**src/rtl/pixdiv_pkg.sv**
```systemverilog
package pixdiv_pkg;
  localparam int REG_W   = 32;
  localparam int LO_W    = 5;
  localparam int HI_W    = 5;
  localparam int LO_POS  = 0;
  localparam int HI_POS  = 27;
  localparam int BYP_POS = 26;
  localparam int INV_POS = 11;
  localparam int FIELD_W = LO_W + HI_W;

  // Decoded configuration plus a strobe saying the register changed
  // since the datapath last adopted it.
  typedef struct packed {
    logic               dirty;
    logic               bypass;
    logic               invert;
    logic [FIELD_W-1:0] field;
  } cfg_stb_t;
endpackage

```
**src/rtl/pixdiv_ctrl.sv**
```systemverilog
module pixdiv_ctrl
  import pixdiv_pkg::*;
(
  input  logic             clk,
  input  logic             rst_n,
  input  logic             regWrEn,
  input  logic             divWrEn,
  input  logic [REG_W-1:0] wrData,
  input  logic             wrapNow,
  output logic [REG_W-1:0] rdData,
  output cfg_stb_t         cfgOut
);
  localparam logic [REG_W-1:0] LO_MASK  = REG_W'((1 << LO_W) - 1) << LO_POS;
  localparam logic [REG_W-1:0] HI_MASK  = REG_W'((1 << HI_W) - 1) << HI_POS;
  localparam logic [REG_W-1:0] BYP_MASK = REG_W'(1) << BYP_POS;
  localparam logic [REG_W-1:0] DIV_MASK = LO_MASK | HI_MASK | BYP_MASK;

  logic [REG_W-1:0] timReg;
  logic             cfgDirty;

  always_ff @(posedge clk) begin
    if (!rst_n) begin
      timReg <= '0;
    end else if (regWrEn) begin
      timReg <= wrData;
    end else if (divWrEn) begin
      timReg <= (timReg & ~DIV_MASK) | (wrData & DIV_MASK);
    end
  end

  always_ff @(posedge clk) begin
    if (!rst_n) begin
      cfgDirty <= 1'b0;
    end else if (regWrEn || divWrEn) begin
      cfgDirty <= 1'b1;
    end else if (wrapNow) begin
      cfgDirty <= 1'b0;
    end
  end

  always_comb begin
    rdData        = timReg;
    cfgOut.dirty  = cfgDirty;
    cfgOut.bypass = timReg[BYP_POS];
    cfgOut.invert = timReg[INV_POS];
    cfgOut.field  = {timReg[HI_POS +: HI_W], timReg[LO_POS +: LO_W]};
  end

  AST_FULL_READBACK: assert property (@(posedge clk) disable iff (!rst_n)
    regWrEn |=> rdData == $past(wrData));
  AST_DIV_KEEPS_OTHERS: assert property (@(posedge clk) disable iff (!rst_n)
    (divWrEn && !regWrEn) |=> (rdData & ~DIV_MASK) == $past(rdData & ~DIV_MASK));
  AST_FULL_WINS: assert property (@(posedge clk) disable iff (!rst_n)
    (divWrEn && regWrEn) |=> rdData == $past(wrData));
endmodule

```
**src/rtl/pixdiv_dp.sv**
```systemverilog
module pixdiv_dp
  import pixdiv_pkg::*;
(
  input  logic     clk,
  input  logic     rst_n,
  input  cfg_stb_t cfgIn,
  output logic     wrapNow,
  output logic     riseEn,
  output logic     fallEn,
  output logic     launchEn
);
  localparam int CNT_W = FIELD_W + 1;

  logic               actBypass;
  logic               actInvert;
  logic [FIELD_W-1:0] actField;
  logic [CNT_W-1:0]   cnt;
  logic [CNT_W-1:0]   lastIdx;
  logic [CNT_W-1:0]   halfIdx;

  always_comb begin
    lastIdx = actBypass ? '0 : CNT_W'(actField) + CNT_W'(1);
    halfIdx = (CNT_W'(actField) + CNT_W'(3)) >> 1;
    wrapNow = (cnt == lastIdx);
  end

  always_ff @(posedge clk) begin
    if (!rst_n) begin
      cnt <= '0;
    end else if (wrapNow) begin
      cnt <= '0;
    end else begin
      cnt <= cnt + CNT_W'(1);
    end
  end

  always_ff @(posedge clk) begin
    if (!rst_n) begin
      actBypass <= 1'b0;
      actInvert <= 1'b0;
      actField  <= '0;
    end else if (wrapNow && cfgIn.dirty) begin
      actBypass <= cfgIn.bypass;
      actInvert <= cfgIn.invert;
      actField  <= cfgIn.field;
    end
  end

  always_comb begin
    riseEn   = (cnt == '0);
    fallEn   = actBypass || (cnt == halfIdx);
    launchEn = actInvert ? fallEn : riseEn;
  end

  AST_CNT_BOUND: assert property (@(posedge clk) disable iff (!rst_n)
    cnt <= lastIdx);
  AST_HOLD_MID_PERIOD: assert property (@(posedge clk) disable iff (!rst_n)
    !wrapNow |=> $stable({actBypass, actInvert, actField}));
  AST_BYPASS_EVERY: assert property (@(posedge clk) disable iff (!rst_n)
    actBypass |-> (riseEn && fallEn));
  AST_RISE_AFTER_WRAP: assert property (@(posedge clk) disable iff (!rst_n)
    wrapNow |=> riseEn);
endmodule

```
**src/rtl/pixclk_div.sv**
```systemverilog
module pixclk_div
  import pixdiv_pkg::*;
(
  input  logic        clk,
  input  logic        rst_n,
  input  logic        regWrEn,
  input  logic        divWrEn,
  input  logic [31:0] wrData,
  output logic [31:0] rdData,
  output logic        riseEn,
  output logic        fallEn,
  output logic        launchEn
);
  cfg_stb_t cfgStb;
  logic     wrapNow;

  pixdiv_ctrl i_ctrl (
    .clk     (clk),
    .rst_n   (rst_n),
    .regWrEn (regWrEn),
    .divWrEn (divWrEn),
    .wrData  (wrData),
    .wrapNow (wrapNow),
    .rdData  (rdData),
    .cfgOut  (cfgStb)
  );

  pixdiv_dp i_dp (
    .clk      (clk),
    .rst_n    (rst_n),
    .cfgIn    (cfgStb),
    .wrapNow  (wrapNow),
    .riseEn   (riseEn),
    .fallEn   (fallEn),
    .launchEn (launchEn)
  );
endmodule

```
**config.mk**
```make
export PLATFORM = sky130hd
export DESIGN_NAME = pixclk_div
export DESIGN_NICKNAME = d
export VERILOG_FILES = /design/src/rtl/pixdiv_pkg.sv /design/src/rtl/pixdiv_ctrl.sv /design/src/rtl/pixdiv_dp.sv /design/src/rtl/pixclk_div.sv
export SDC_FILE = /design/constraint.sdc
export NUM_CORES = 1
export LEC_CHECK = 0
export BUFFER_PORTS_ARGS = -buffer_cell sky130_fd_sc_hd__buf_2
export CAP_MARGIN = 30
export CELL_PAD_IN_SITES_DETAIL_PLACEMENT = 1
export CELL_PAD_IN_SITES_GLOBAL_PLACEMENT = 1
export CORE_MARGIN = 1
export CORE_UTILIZATION = 35
export DETAILED_ROUTE_END_ITERATION = 7
export PLACE_DENSITY = 0.83
export REMOVE_ABC_BUFFERS = 1
export SETUP_SLACK_MARGIN = 0.5
export SYNTH_ARGS = -nofsm -noshare
export SYNTH_HDL_FRONTEND = slang
export SYNTH_SLANG_ARGS = --single-unit
```
**constraint.sdc**
```tcl
create_clock -name clk -period 2.5 [get_ports clk]
set_input_delay 0.5 -clock clk [delete_from_list [all_inputs] [get_ports clk]]
set_output_delay 0.5 -clock clk [all_outputs]
set_load 0.02 [all_outputs]
```
After elaboration in Yosys (flattened, before gate mapping)
Cells that the tools add are included.
{"block": "word_totals", "regBits": 56, "elab_cells": 26, "out_inout_bits": 35}
{"block": "op_classes", "addsub": 3, "bitwise_logic": 2, "n_mux": 6, "n_reduce_logical": 7, "eq_ne": 2}
{"cell": "32-bit two-way mux", "count": 2}
{"cell": "26-bit by 32-bit OR with 32-bit output", "count": 1}
{"cell": "10-bit by 1-bit adder with 11-bit output, second input constant", "count": 1}
{"cell": "10-bit by 2-bit adder with 11-bit output, second input constant", "count": 1}
{"cell": "11-bit by 1-bit adder with 11-bit output, second input constant", "count": 1}
{"cell": "11-bit by 10-bit equality test with 1-bit output", "count": 1}
{"cell": "11-bit equality test", "count": 1}
{"cell": "11-bit logical NOT", "count": 1}
{"cell": "11-bit two-way mux", "count": 1}
{"cell": "2-bit nonzero test", "count": 2}
{"cell": "1-bit two-way mux", "count": 3}
{"cell": "1-bit logical OR", "count": 2}
{"cell": "2-bit OR reduction", "count": 1}
{"cell": "1-bit logical AND", "count": 1}
{"cell": "1-bit NOT", "count": 1}

Depth between registers and ports, before layout
Gate-level depths: netlist of the first run.
{"block": "logic_depth", "word_depth": 5, "mapped_depth": 10, "ltp_nobuf": 9}

Modules after synthesis
A second synthesis of the first run with hierarchy kept.
{"block": "unflattened", "hier_cells": 360, "area_unflattened_um2": 3128.0}
{"mod": "pixdiv_dp", "instances": 1, "area_each_um2": 1751.7, "cells_each": 225}
{"mod": "pixdiv_ctrl", "instances": 1, "area_each_um2": 1376.3, "cells_each": 135}

Least setup slack after synthesis of the first run
OpenSTA, ideal clock, no wires.
{"block": "synth_timing", "path_kind": "reg-to-output", "from": "register i_dp.actField[0]", "to": "output port launchEn", "t_arrival_ns": 2.247, "stages_incl_launch_ff": 10, "n_path_buf": 0, "path_slack_ns": -0.247, "required_ns": 2.000, "path_cell_list": "dfxtp_1 -> inv_1 -> ha_1 -> nand4b_1 -> o21a_1 -> o21ai_0 -> o31a_1 -> o21ai_0 -> a41o_1 -> mux2_2"}
{"block": "synth_between", "elab_chain_len": 4}
{"item": "from (decl)", "line": "pixdiv_dp.sv:16", "text": "logic [FIELD_W-1:0] actField;"}
{"item": "from (signal assigned)", "line": "pixdiv_dp.sv:45", "text": "actField <= cfgIn.field;"}
{"item": "10-bit by 2-bit adder with 11-bit output", "line": "pixdiv_dp.sv:23", "text": "halfIdx = (CNT_W'(actField) + CNT_W'(3)) >> 1;"}
{"item": "11-bit by 10-bit equality test with 1-bit output", "line": "pixdiv_dp.sv:51", "text": "fallEn = actBypass || (cnt == halfIdx);"}
{"item": "1-bit logical OR", "line": "pixdiv_dp.sv:51"}
{"item": "via fallEn", "line": "pixclk_div.sv:11", "text": "output logic fallEn,"}
{"item": "1-bit two-way mux", "line": "pixdiv_dp.sv:52", "text": "launchEn = actInvert ? fallEn : riseEn;"}
{"item": "to (decl)", "line": "pixclk_div.sv:12", "text": "output logic launchEn"}
The timed path passes the listed nets, and every way through them passes these cells.

Worst setup path after layout of the first run
{"block": "layout_timing", "from": "register i_dp.actField[0]", "to": "output port launchEn"}
{"block": "layout_between", "elab_chain_len": 4}
{"item": "10-bit by 2-bit adder with 11-bit output", "line": "pixdiv_dp.sv:23"}
{"item": "11-bit by 10-bit equality test with 1-bit output", "line": "pixdiv_dp.sv:51"}
{"item": "1-bit logical OR", "line": "pixdiv_dp.sv:51"}
{"item": "1-bit two-way mux", "line": "pixdiv_dp.sv:52"}
Every way passes these cells.

==> reports/metrics.cfg, run 1 <==
[status]
status = finished, violations left
violations = negative setup slack

[sta]
worst_slew_pin_slew_ns = 0.820
setup_viol = 26
finClkSkew_ns = 0.0110
setup-tns-final_ns = -4.81
fmax_mhz = 353
period_needed_ns = 2.83
final_max_slew_viol_count = 0
rsz0062_at_grt = true
slew_headroom = 0.453
finalHoldViolations = 0
finalWorstSetupSlack_ns = -0.330
finalCritPeriodShare = 1.13

[placement]
place_congestion = 0.903
portBuffers = 70
dpl_cell_area_sq_mm = 0.00344
hpwl_um = 6030

[clock_network]
cts-hold-fix-buffers = 0
cts_buffer_depth = 2
cts_tree = built
clock-sinks = 56
path_clk_slew_ns = 0.11
numCtsBuffers = 5
h-tree-depth = 2
clock_latency_ns = 0.32
root_buffer = clkbuf_8

[power_and_ir_drop]
p_per_area_mw_per_mm2 = 688
ir_drop_mv = 0.331
totalPowerFinal_uw = 2740
p_leak_uw = 0.00170

[logic_synthesis]
synth-main-ff-cell = dfxtp_1
synth_area_per_cell_sq_um = 8.33
synth_top_area_cell = dfxtp_1
synth_top_family_by_area = simple AND/OR/NAND/NOR gates
synth-seq-cells = 56
synthCells = 344
ys_types = 49
netlist_area_sq_mm = 0.00287
yosysTopAreaCellShare = 0.391
synthMuxAreaShare = 0.0842
synth-xor-area-share = 0.0856
synth_compound_area_frac = 0.141
ys_async_sr_fraction = 0
synth_fa_ha_area_frac = 0.0175
yosys.area_share.simple = 0.223
synth_seq_area_share = 0.391
synth_edf_count = 0
netlist_top_cells_area = dfxtp_1, mux2i_1, nor2_1
yosys_warnings = 0

[floorplan]
die_area_sq_mm = 0.00856
start_util = 0.367
core_region_area_sq_mm = 0.00781
rows = 32
ios = 71
die-height_um = 92.5
die_w_um = 92.5

[cells_and_area]
drive_gt1_frac = 0.385
fin_area_sq_mm = 0.00398
syn_to_final_growth_pct = 38.9
diodes = 0
nets = 480
num-fill-cells = 936

[worst_hold_path]
hold_class = primary input to flip-flop

[route]
wire_per_inst_um = 16.9
viasPerCell = 5.32
drc_errors = 0
wl_um = 9180
dr.pass1.iters = 4
drtIter0Drc = 98
antenna_left = 0
vias = 2889

[global_route]
grt_overflow = 0
grt_first_pass_wirelength_um = 14700
antenna_found_initial = 0
grt_pass1_vias = 3022
grt_max_degree = 46
grt_usage = 0.214

[setup_path]
endpoint_kind = output pin
crit_required_ns = 2.00
worstPathCellList = buf_4 -> buf_4 -> o2111a_1 -> nand3_1 -> o21ai_0 -> a21oi_1 -> a21oi_1 -> a41o_1 -> mux2_4 -> buf_6
critPathKind = flip-flop to output pin
critical-path-max-stage-delay_ns = 0.34
cp-start-kind = flip-flop
critPathMaxFanout = 7
cp_slowest_cell = dfxtp_2
path_buf_inv = 3
cpLargestDelayFamily = compound AO/OA/AOI/OAI gates
crit_arrival_ns = 2.33

[job]
maxCapViolations = 0

-- repair_timing --
item	CTS	global route
hold endpoints to repair	0	0
gates resized for setup	49	24
setup buffers	9	5
setup endpoints to repair	27	27
gates cloned	3	1
pin swaps	13	31
-- cell type report --
| type | instances | area [sq um] | area share |
|---|---|---|---|
| multi-input cells | 253 | 1820 | 0.456 |
| flip-flops and latches | 56 | 1130 | 0.283 |
| well taps | 102 | 128 | 0.0320 |
| inverters | 8 | 30.0 | 0.00754 |
| clock buffers | 5 | 68.8 | 0.0173 |
| repair buffers | 116 | 787 | 0.198 |
| clock inverters | 3 | 25.0 | 0.00628 |
-- synth_stat cells (2+ instances only) --
cell / count
and3_1: 2
a32oi_1: 2
inv_1: 7
nor2_1: 42
nand2_1: 28
o31a_1: 2
buf_6: 2
xnor2_1: 16
nor2b_1: 2
ha_1: 4
or3_1: 4
nand3_1: 8
mux2i_1: 23
o21ai_0: 12
nand4_1: 16
or4_1: 3
nor3_1: 4
a21oi_1: 30
a21o_1: 4
nand2b_1: 2
dfxtp_1: 56
buf_2: 7
or2_2: 2
buf_4: 2
nor4_1: 4
o31ai_1: 2
o21ai_1: 10
xor2_1: 12
clkbuf_1: 16
-- flip-flops by register name, indices dropped and copies added, names as in the netlist --
| name | count |
|---|---|
| i_dp.actBypass | 1 |
| i_ctrl.rdData | 32 |
| i_dp.actField | 10 |
| i_dp.actInvert | 1 |
| i_ctrl.cfgDirty | 1 |
| i_dp.cnt | 11 |
-- layer usage --
layer,global-route usage,up-vias,share of wire
met5,0,-,0
met3,0.0501,21,0.052
li1,-,1384,-
met4,0.0781,0,0.023
met2,0.368,91,0.50
met1,0.260,1393,0.42
-- tightest hold or removal path, delay by kind of cell --
kind / cells / cell delay, ns
buf+inv: 1 / 0.08
mux: 1 / 0.05
simple gates: 1 / 0.07
-- through the flow --
stage          setup slack (ns)  instances   util  hold WS [ns]
4_1_cts                  -0.293        537  0.488         0.406
6_report                 -0.330        543  0.510         0.406
3_5_place_dp             -0.149        517  0.440         0.464
5_1_grt                  -0.409        543  0.510         0.395
3_3_place_gp            -0.0308        517  0.440         0.455
2_1_floorplan            -0.250        316      -         0.455
-- power by group --
part | internal (uW) | switching [uW]
Clock | 207 | 321
Sequential | 961 | 89.4
Combinational | 559 | 601
Total | 1730 | 1010
-- worst paths after layout --
path                                   from                        endpoint  slack (ns)  cells after the start
max           i_dp.actField[0]$_SDFFE_PN0P_                        launchEn       -0.33                     10
min                              wrData[22]  i_ctrl.rdData[22]$_SDFFE_PN0P_        0.41                      3
max reg2reg   i_dp.actField[0]$_SDFFE_PN0P_          i_dp.cnt[6]$_SDFF_PP0_       -0.23                     14
min reg2reg  i_ctrl.rdData[29]$_SDFFE_PN0N_  i_ctrl.rdData[29]$_SDFFE_PN0N_        0.47                      2
-- layout by cell type, fill, tap and decap left out, types with 3 or more instances in the layout --
cell and count:
or4_1 3, nor2_1 42, o21ai_4 6, or3_1 3
clkbuf_8 5, o21ai_2 8, nand3_1 7, buf_6 7
dfxtp_1 50, xnor2_1 15, buf_4 36, nor3_1 3
mux2i_1 23, o21ai_0 6, a21oi_1 24, inv_2 3
inv_1 5, xor2_1 11, nand4_1 16, a21oi_2 6
o21ai_1 3, nand2_1 28, dfxtp_2 6, a21o_1 4
buf_2 68
-- cell families after synthesis --
kind of cell,Yosys count
simple gates,127
compound gates,69
flops,56
buf+inv,36
xor+xnor,28
mux,24
fa+ha+maj,4
No activity file was read; power rests on OpenSTA's default activity.
==> run 2: changes to the inputs <==
- ABC_AREA: default -> 0
- CORE_UTILIZATION: 35 -> 39
- PLACE_DENSITY: 0.83 -> 0.88
- clock period: 2.5 -> 2.7 ns (I/O delays scaled with it)
==> reports/metrics.cfg, run 2 (synthesis gave the netlist of run 1 again) <==
[floorplan]
start_util = 0.413  ; was 0.367
die-height_um = 87.7  ; was 92.5 um
rows = 30  ; was 32
die_w_um = 87.7  ; was 92.5 um
ios = 71  ; unchanged
core_region_area_sq_mm = 0.00694  ; was 0.00781 sq mm
die_area_sq_mm = 0.00770  ; was 0.00856 sq mm

[cells_and_area]
final_cell_mix = buf_2, dfxtp_1, nor2_1, nand2_1, buf_4  ; was buf_2, dfxtp_1, nor2_1, buf_4, nand2_1
diodes = 0  ; unchanged
largest_reg_flops = 32  ; unchanged
final_common_cell = buf_2  ; unchanged
syn_to_final_growth_pct = 33.6  ; was 38.9%
drive_gt1_frac = 0.371  ; was 0.385
num-fill-cells = 829  ; was 936
regArea_sq_mm = 0.00115  ; was 0.00113 sq mm
multiInputGateArea_sq_mm = 0.00176  ; was 0.00182 sq mm
nets = 470  ; was 480

[route]
wl_um = 9340  ; was 9180 um
dr.pass1.iters = 4  ; unchanged
wl_met1_um = 3920  ; was 3870 um
drtIter0Drc = 121  ; was 98
viasPerCell = 5.45  ; was 5.32
wl_met2_um = 4690  ; was 4620 um
dr_wl_met3_um = 547  ; was 480 um
wire_per_inst_um = 17.7  ; was 16.9 um
highest_layer = met4  ; unchanged
drc_errors = 0  ; unchanged
antenna_left = 0  ; unchanged
vias = 2874  ; was 2889

[placement]
post-place-ws_ns = -0.0103  ; was -0.149 ns
hpwl_um = 5860  ; was 6030 um
portBuffers = 70  ; unchanged
place_congestion = 0.852  ; was 0.903

[sta]
finalCritPeriodShare = 1.11
finClkSkew_ns = 0.00664  ; was 0.0110 ns
finalWorstSetupSlack_ns = -0.298  ; was -0.330 ns
setup-tns-final_ns = -0.529  ; was -4.81 ns
period_needed_ns = 3.00
final_max_slew_viol_count = 0  ; unchanged
setup_viol = 2  ; was 26
hold_ws_ns = 0.444  ; was 0.406 ns
slew_headroom = 0.482  ; was 0.453
rsz0062_at_grt = true  ; unchanged
finalHoldViolations = 0  ; unchanged
fmax_mhz = 334
worst_slew_pin_slew_ns = 0.775  ; was 0.820 ns

[setup_path]
r2r.worst_path.cells = 11  ; was 14
r2r-start = i_dp.actField[1]$_SDFFE_PN0P_  ; was i_dp.actField[0]$_SDFFE_PN0P_
r2r_slack_ns = 0.05  ; was -0.23 ns
critPathMaxFanout = 2  ; was 7
critPathKind = flip-flop to output pin  ; unchanged
cp-start-kind = flip-flop  ; unchanged
r2r-end = i_dp.actField[1]$_SDFFE_PN0P_  ; was i_dp.cnt[6]$_SDFF_PP0_
crit_arrival_ns = 2.46  ; was 2.33 ns
endpoint_kind = output pin  ; unchanged
crit_required_ns = 2.16  ; was 2.00 ns

[clock_network]
clock-sinks = 56  ; unchanged
cts-hold-fix-buffers = 0  ; unchanged
path_clk_slew_ns = 0.11  ; about the same
root_buffer = clkbuf_8  ; unchanged
h-tree-depth = 2  ; unchanged
clock_latency_ns = 0.32  ; about the same
cts_buffer_depth = 2  ; unchanged
cts_tree = built  ; unchanged
numCtsBuffers = 5  ; unchanged

[job]
maxCapViolations = 0  ; unchanged

[global_route]
grt_first_pass_wirelength_um = 14900  ; was 14700 um
grt_overflow = 0  ; unchanged
grt_usage = 0.250  ; was 0.214
antenna_found_initial = 0  ; unchanged
grt_max_degree = 46  ; unchanged
grt_pass1_vias = 3050  ; was 3022

[status]
violations = negative setup slack  ; unchanged
status = finished, violations left  ; unchanged

[power_and_ir_drop]
ir_drop_mv = 0.296  ; was 0.331 mV
p_per_area_mw_per_mm2 = 653  ; was 688 mW/mm^2
totalPowerFinal_uw = 2500  ; was 2740 uW
p_leak_uw = 0.00162  ; was 0.00170 uW

[worst_hold_path]
worstHoldStart = wrData[24]  ; was wrData[22]
min_to = i_ctrl.rdData[24]$_SDFFE_PN0P_  ; was i_ctrl.rdData[22]$_SDFFE_PN0P_
hold_path_depth = 3  ; unchanged
hold_class = primary input to flip-flop  ; unchanged

[run 2: changes by cell type in the layout (fill, tap and decap cells not counted), moves of 3 or more]
| cell | previous run | this run |
|---|---|---|
| o21ai_4 | 6 | 1 |
| dfxtp_4 | 0 | 6 |
| buf_4 | 36 | 28 |
| o21ai_1 | 3 | 7 |
| dfxtp_1 | 50 | 47 |
| dfxtp_2 | 6 | 3 |
[run 2: final cells by class]
cell class              count  area share
flip-flops and latches     56       0.300
multi-input cells         254       0.460
inverters                   8     0.00784
repair buffers            105       0.170
well taps                  96      0.0314
clock inverters             3      0.0131
clock buffers               5      0.0180
[run 2: metal layers]
metal,up-vias,GRT usage
li1,1374,-
met1,1378,0.294
met2,103,0.446
met3,19,0.0641
met4,0,0.0760
met5,-,0
[run 2: worst max path at each step]
stage                                        from        to  slack [ns]
floorplan           i_dp.actField[0]$_SDFFE_PN0P_  launchEn       -0.09
global placement    i_dp.actField[1]$_SDFFE_PN0P_  launchEn        0.12
detailed placement  i_dp.actField[1]$_SDFFE_PN0P_  launchEn       -0.01
CTS                 i_dp.actField[1]$_SDFFE_PN0P_  launchEn       -0.16
global route        i_dp.actField[1]$_SDFFE_PN0P_  launchEn       -0.35
finish              i_dp.actField[1]$_SDFFE_PN0P_  launchEn       -0.30
[run 2: report_power, final]
part | switching (uW) | leakage [uW] | total, uW | internal, uW
registers | 89.9 | 0.000465 | 976 | 887
clock network | 304 | 0.0000607 | 591 | 287
logic | 518 | 0.00109 | 932 | 413
total | 912 | 0.00162 | 2500 | 1590
[run 2: worst max-delay path: stages (launching register included)]
cell and delay [ns]:
dfxtp_2 0.35, inv_2 0.05, ha_4 0.15, nand4b_1 0.27
o21a_1 0.27, o21ai_1 0.17, o31a_1 0.17, o21ai_1 0.06
a41o_1 0.24, mux2_4 0.27, buf_6 0.13
[run 2: stage by stage]
step                 util  cell area [sq um]  std cells
detailed placement  0.477               3310        497
CTS                 0.539               3750        524
global placement    0.477               3310        497
floorplan               -               2730        316
global route        0.551               3830        527
finish              0.551               3830        527
[run 2: repair_timing]
action | CTS | global route
setup endpoints to repair | 26 | 26
hold endpoints to repair | 0 | 0
cloned | 4 | 0
buffers inserted | 15 | 3
gates resized for setup | 54 | 17
pin swaps | 25 | 11
==> run 3: changes to the inputs <==
- CELL_PAD_IN_SITES_DETAIL_PLACEMENT: 1 -> default
- CELL_PAD_IN_SITES_GLOBAL_PLACEMENT: 1 -> default
- CORE_UTILIZATION: 39 -> 53
- PLACE_DENSITY: 0.88 -> 0.87
==> reports/metrics.cfg, run 3 (synthesis gave the netlist of run 1 again) <==
[sta]
slew_headroom = 0.444  ; was 0.482
finClkSkew_ns = 0.00328  ; was 0.00664 ns
worst_slew_pin_slew_ns = 0.831  ; was 0.775 ns
fmax_mhz = 348  ; was 334 MHz
final_max_slew_viol_count = 0  ; unchanged
finalHoldViolations = 0  ; unchanged
period_needed_ns = 2.87  ; was 3.00 ns
finalCritPeriodShare = 1.06  ; was 1.11
finalWorstSetupSlack_ns = -0.174  ; was -0.298 ns
setup_viol = 4  ; was 2
rsz0062_at_grt = true  ; unchanged

[route]
dr.pass1.iters = 6  ; was 4
viasPerCell = 5.84  ; was 5.45
wl_um = 8170  ; was 9340 um
vias = 2865  ; was 2874
drc_errors = 0  ; unchanged
wire_per_inst_um = 16.6  ; was 17.7 um
antenna_left = 0  ; unchanged
drtIter0Drc = 268  ; was 121

[setup_path]
startpoint = i_dp.actField[0]$_SDFFE_PN0P_  ; was i_dp.actField[1]$_SDFFE_PN0P_
r2r-end = i_dp.actField[3]$_SDFFE_PN0P_  ; was i_dp.actField[1]$_SDFFE_PN0P_
critPathKind = flip-flop to output pin  ; unchanged
r2r.worst_path.cells = 13  ; was 11
endpoint_kind = output pin  ; unchanged
cp-start-kind = flip-flop  ; unchanged
worstSetupEndpoint = launchEn  ; unchanged
r2r-start = i_dp.actField[0]$_SDFFE_PN0P_  ; was i_dp.actField[1]$_SDFFE_PN0P_
critPathMaxFanout = 4  ; was 2
crit_arrival_ns = 2.33  ; was 2.46 ns
crit_required_ns = 2.16  ; about the same
r2r_slack_ns = -0.06  ; was 0.05 ns

[global_route]
grt_max_degree = 46  ; unchanged
grt_first_pass_wirelength_um = 12700  ; was 14900 um
grt_pass1_vias = 2814  ; was 3050
grt_overflow = 0  ; unchanged
grt_usage = 0.295  ; was 0.250
antenna_found_initial = 0  ; unchanged

[floorplan]
rows = 26  ; was 30
die-height_um = 75.5  ; was 87.7 um
start_util = 0.554  ; was 0.413
die_area_sq_mm = 0.00571  ; was 0.00770 sq mm
die_w_um = 75.5  ; was 87.7 um
ios = 71  ; unchanged
core_region_area_sq_mm = 0.00517  ; was 0.00694 sq mm

[status]
violations = negative setup slack  ; unchanged
status = finished, violations left  ; unchanged

[placement]
portBuffers = 70  ; unchanged
place_congestion = 0.860  ; was 0.852
post-place-ws_ns = 0.0677  ; was -0.0103 ns
hpwl_um = 4980  ; was 5860 um
place_inst = 465  ; was 497

[clock_network]
root_buffer = clkbuf_8  ; unchanged
h-tree-depth = 2  ; unchanged
cts_tree = built  ; unchanged
path_clk_slew_ns = 0.10  ; was 0.11 ns
cts_buffer_depth = 2  ; unchanged
numCtsBuffers = 5  ; unchanged
clock_latency_ns = 0.31  ; was 0.32 ns
clock-sinks = 56  ; unchanged

[power_and_ir_drop]
p_leak_uw = 0.00157  ; was 0.00162 uW
totalPowerFinal_uw = 2390  ; was 2500 uW
p_per_area_mw_per_mm2 = 641  ; was 653 mW/mm^2
ir_drop_mv = 0.410  ; was 0.296 mV

[job]
maxCapViolations = 0  ; unchanged

[cells_and_area]
final_cell_count_no_fill = 491  ; was 527
syn_to_final_growth_pct = 30.0  ; was 33.6%
multiInputGateArea_sq_mm = 0.00178  ; was 0.00176 sq mm
num-fill-cells = 375  ; was 829
final_common_cell = buf_2  ; unchanged
final_cell_mix = buf_2, dfxtp_1, nor2_1, nand2_1, a21oi_1  ; was buf_2, dfxtp_1, nor2_1, nand2_1, buf_4
regArea_sq_mm = 0.00114  ; was 0.00115 sq mm
largest_reg_flops = 32  ; unchanged
diodes = 0  ; unchanged
nets = 460  ; was 470
drive_gt1_frac = 0.354  ; was 0.371

[worst_hold_path]
hold_class = primary input to flip-flop  ; unchanged

[run 3: power breakdown]
group          internal [uW]  total, uW  switching, uW  leakage (uW)
combinational            416        921            506       0.00106
clock                    192        479            288     0.0000491
sequential               888        988           99.6      0.000464
total                   1500       2390            893       0.00157
[run 3: layout make-up]
cell class | instances | share of cell area
Clock buffer | 5 | 0.0185
Clock inverter | 3 | 0.00705
Inverter | 8 | 0.00806
Tap cell | 70 | 0.0235
Multi-Input combinational cell | 255 | 0.477
Sequential cell | 56 | 0.305
Timing Repair Buffer | 94 | 0.160
[run 3: critical path, cell delays in order (launching register included)]
cell and delay, ns:
dfxtp_2 0.34, buf_4 0.13, buf_6 0.10, buf_6 0.11
o2111a_1 0.27, nand3_1 0.07, o21ai_0 0.09, a21oi_1 0.18
a21oi_1 0.07, a41o_1 0.25, mux2_4 0.26, buf_6 0.13
[run 3: metal layers]
layer,wire (um),track usage
met1,3290,0.330
met2,4060,0.505
met3,643,0.0899
met4,171,0.154
met5,0,0
[run 3: repair_timing]
action	in CTS	in global routing
resized for setup	49	16
buffers inserted	7	7
pin swaps	25	26
endpoints found under the setup margin	26	26
gates cloned	4	0
hold buffers	0	0
[run 3: how the worst min path moves through the flow]
stage                                               from                              to  slack [ns]  cells past startpoint
after floorplan              i_dp.actInvert$_SDFFE_PN0P_     i_dp.actInvert$_SDFFE_PN0P_        0.45                      2
after global placement    i_ctrl.rdData[29]$_SDFFE_PN0N_  i_ctrl.rdData[29]$_SDFFE_PN0N_        0.45                      2
after detailed placement  i_ctrl.rdData[29]$_SDFFE_PN0N_  i_ctrl.rdData[29]$_SDFFE_PN0N_        0.46                      2
after CTS                                     wrData[29]  i_ctrl.rdData[29]$_SDFFE_PN0N_        0.45                      3
after global routing                          wrData[16]  i_ctrl.rdData[16]$_SDFFE_PN0P_        0.45                      3
final                                         wrData[24]  i_ctrl.rdData[24]$_SDFFE_PN0P_        0.46                      3
[run 3: stage by stage]
step / cell area, sq um / setup TNS [ns] / hold slack, ns / utilization
global placement: 3240 / 0 / 0.453 / 0.626
global route: 3730 / -2.68 / 0.448 / 0.721
detailed placement: 3240 / 0 / 0.456 / 0.626
CTS: 3600 / -0.0830 / 0.448 / 0.696
floorplan: 2730 / -0.0896 / 0.455 / -
finish: 3730 / -0.282 / 0.457 / 0.721
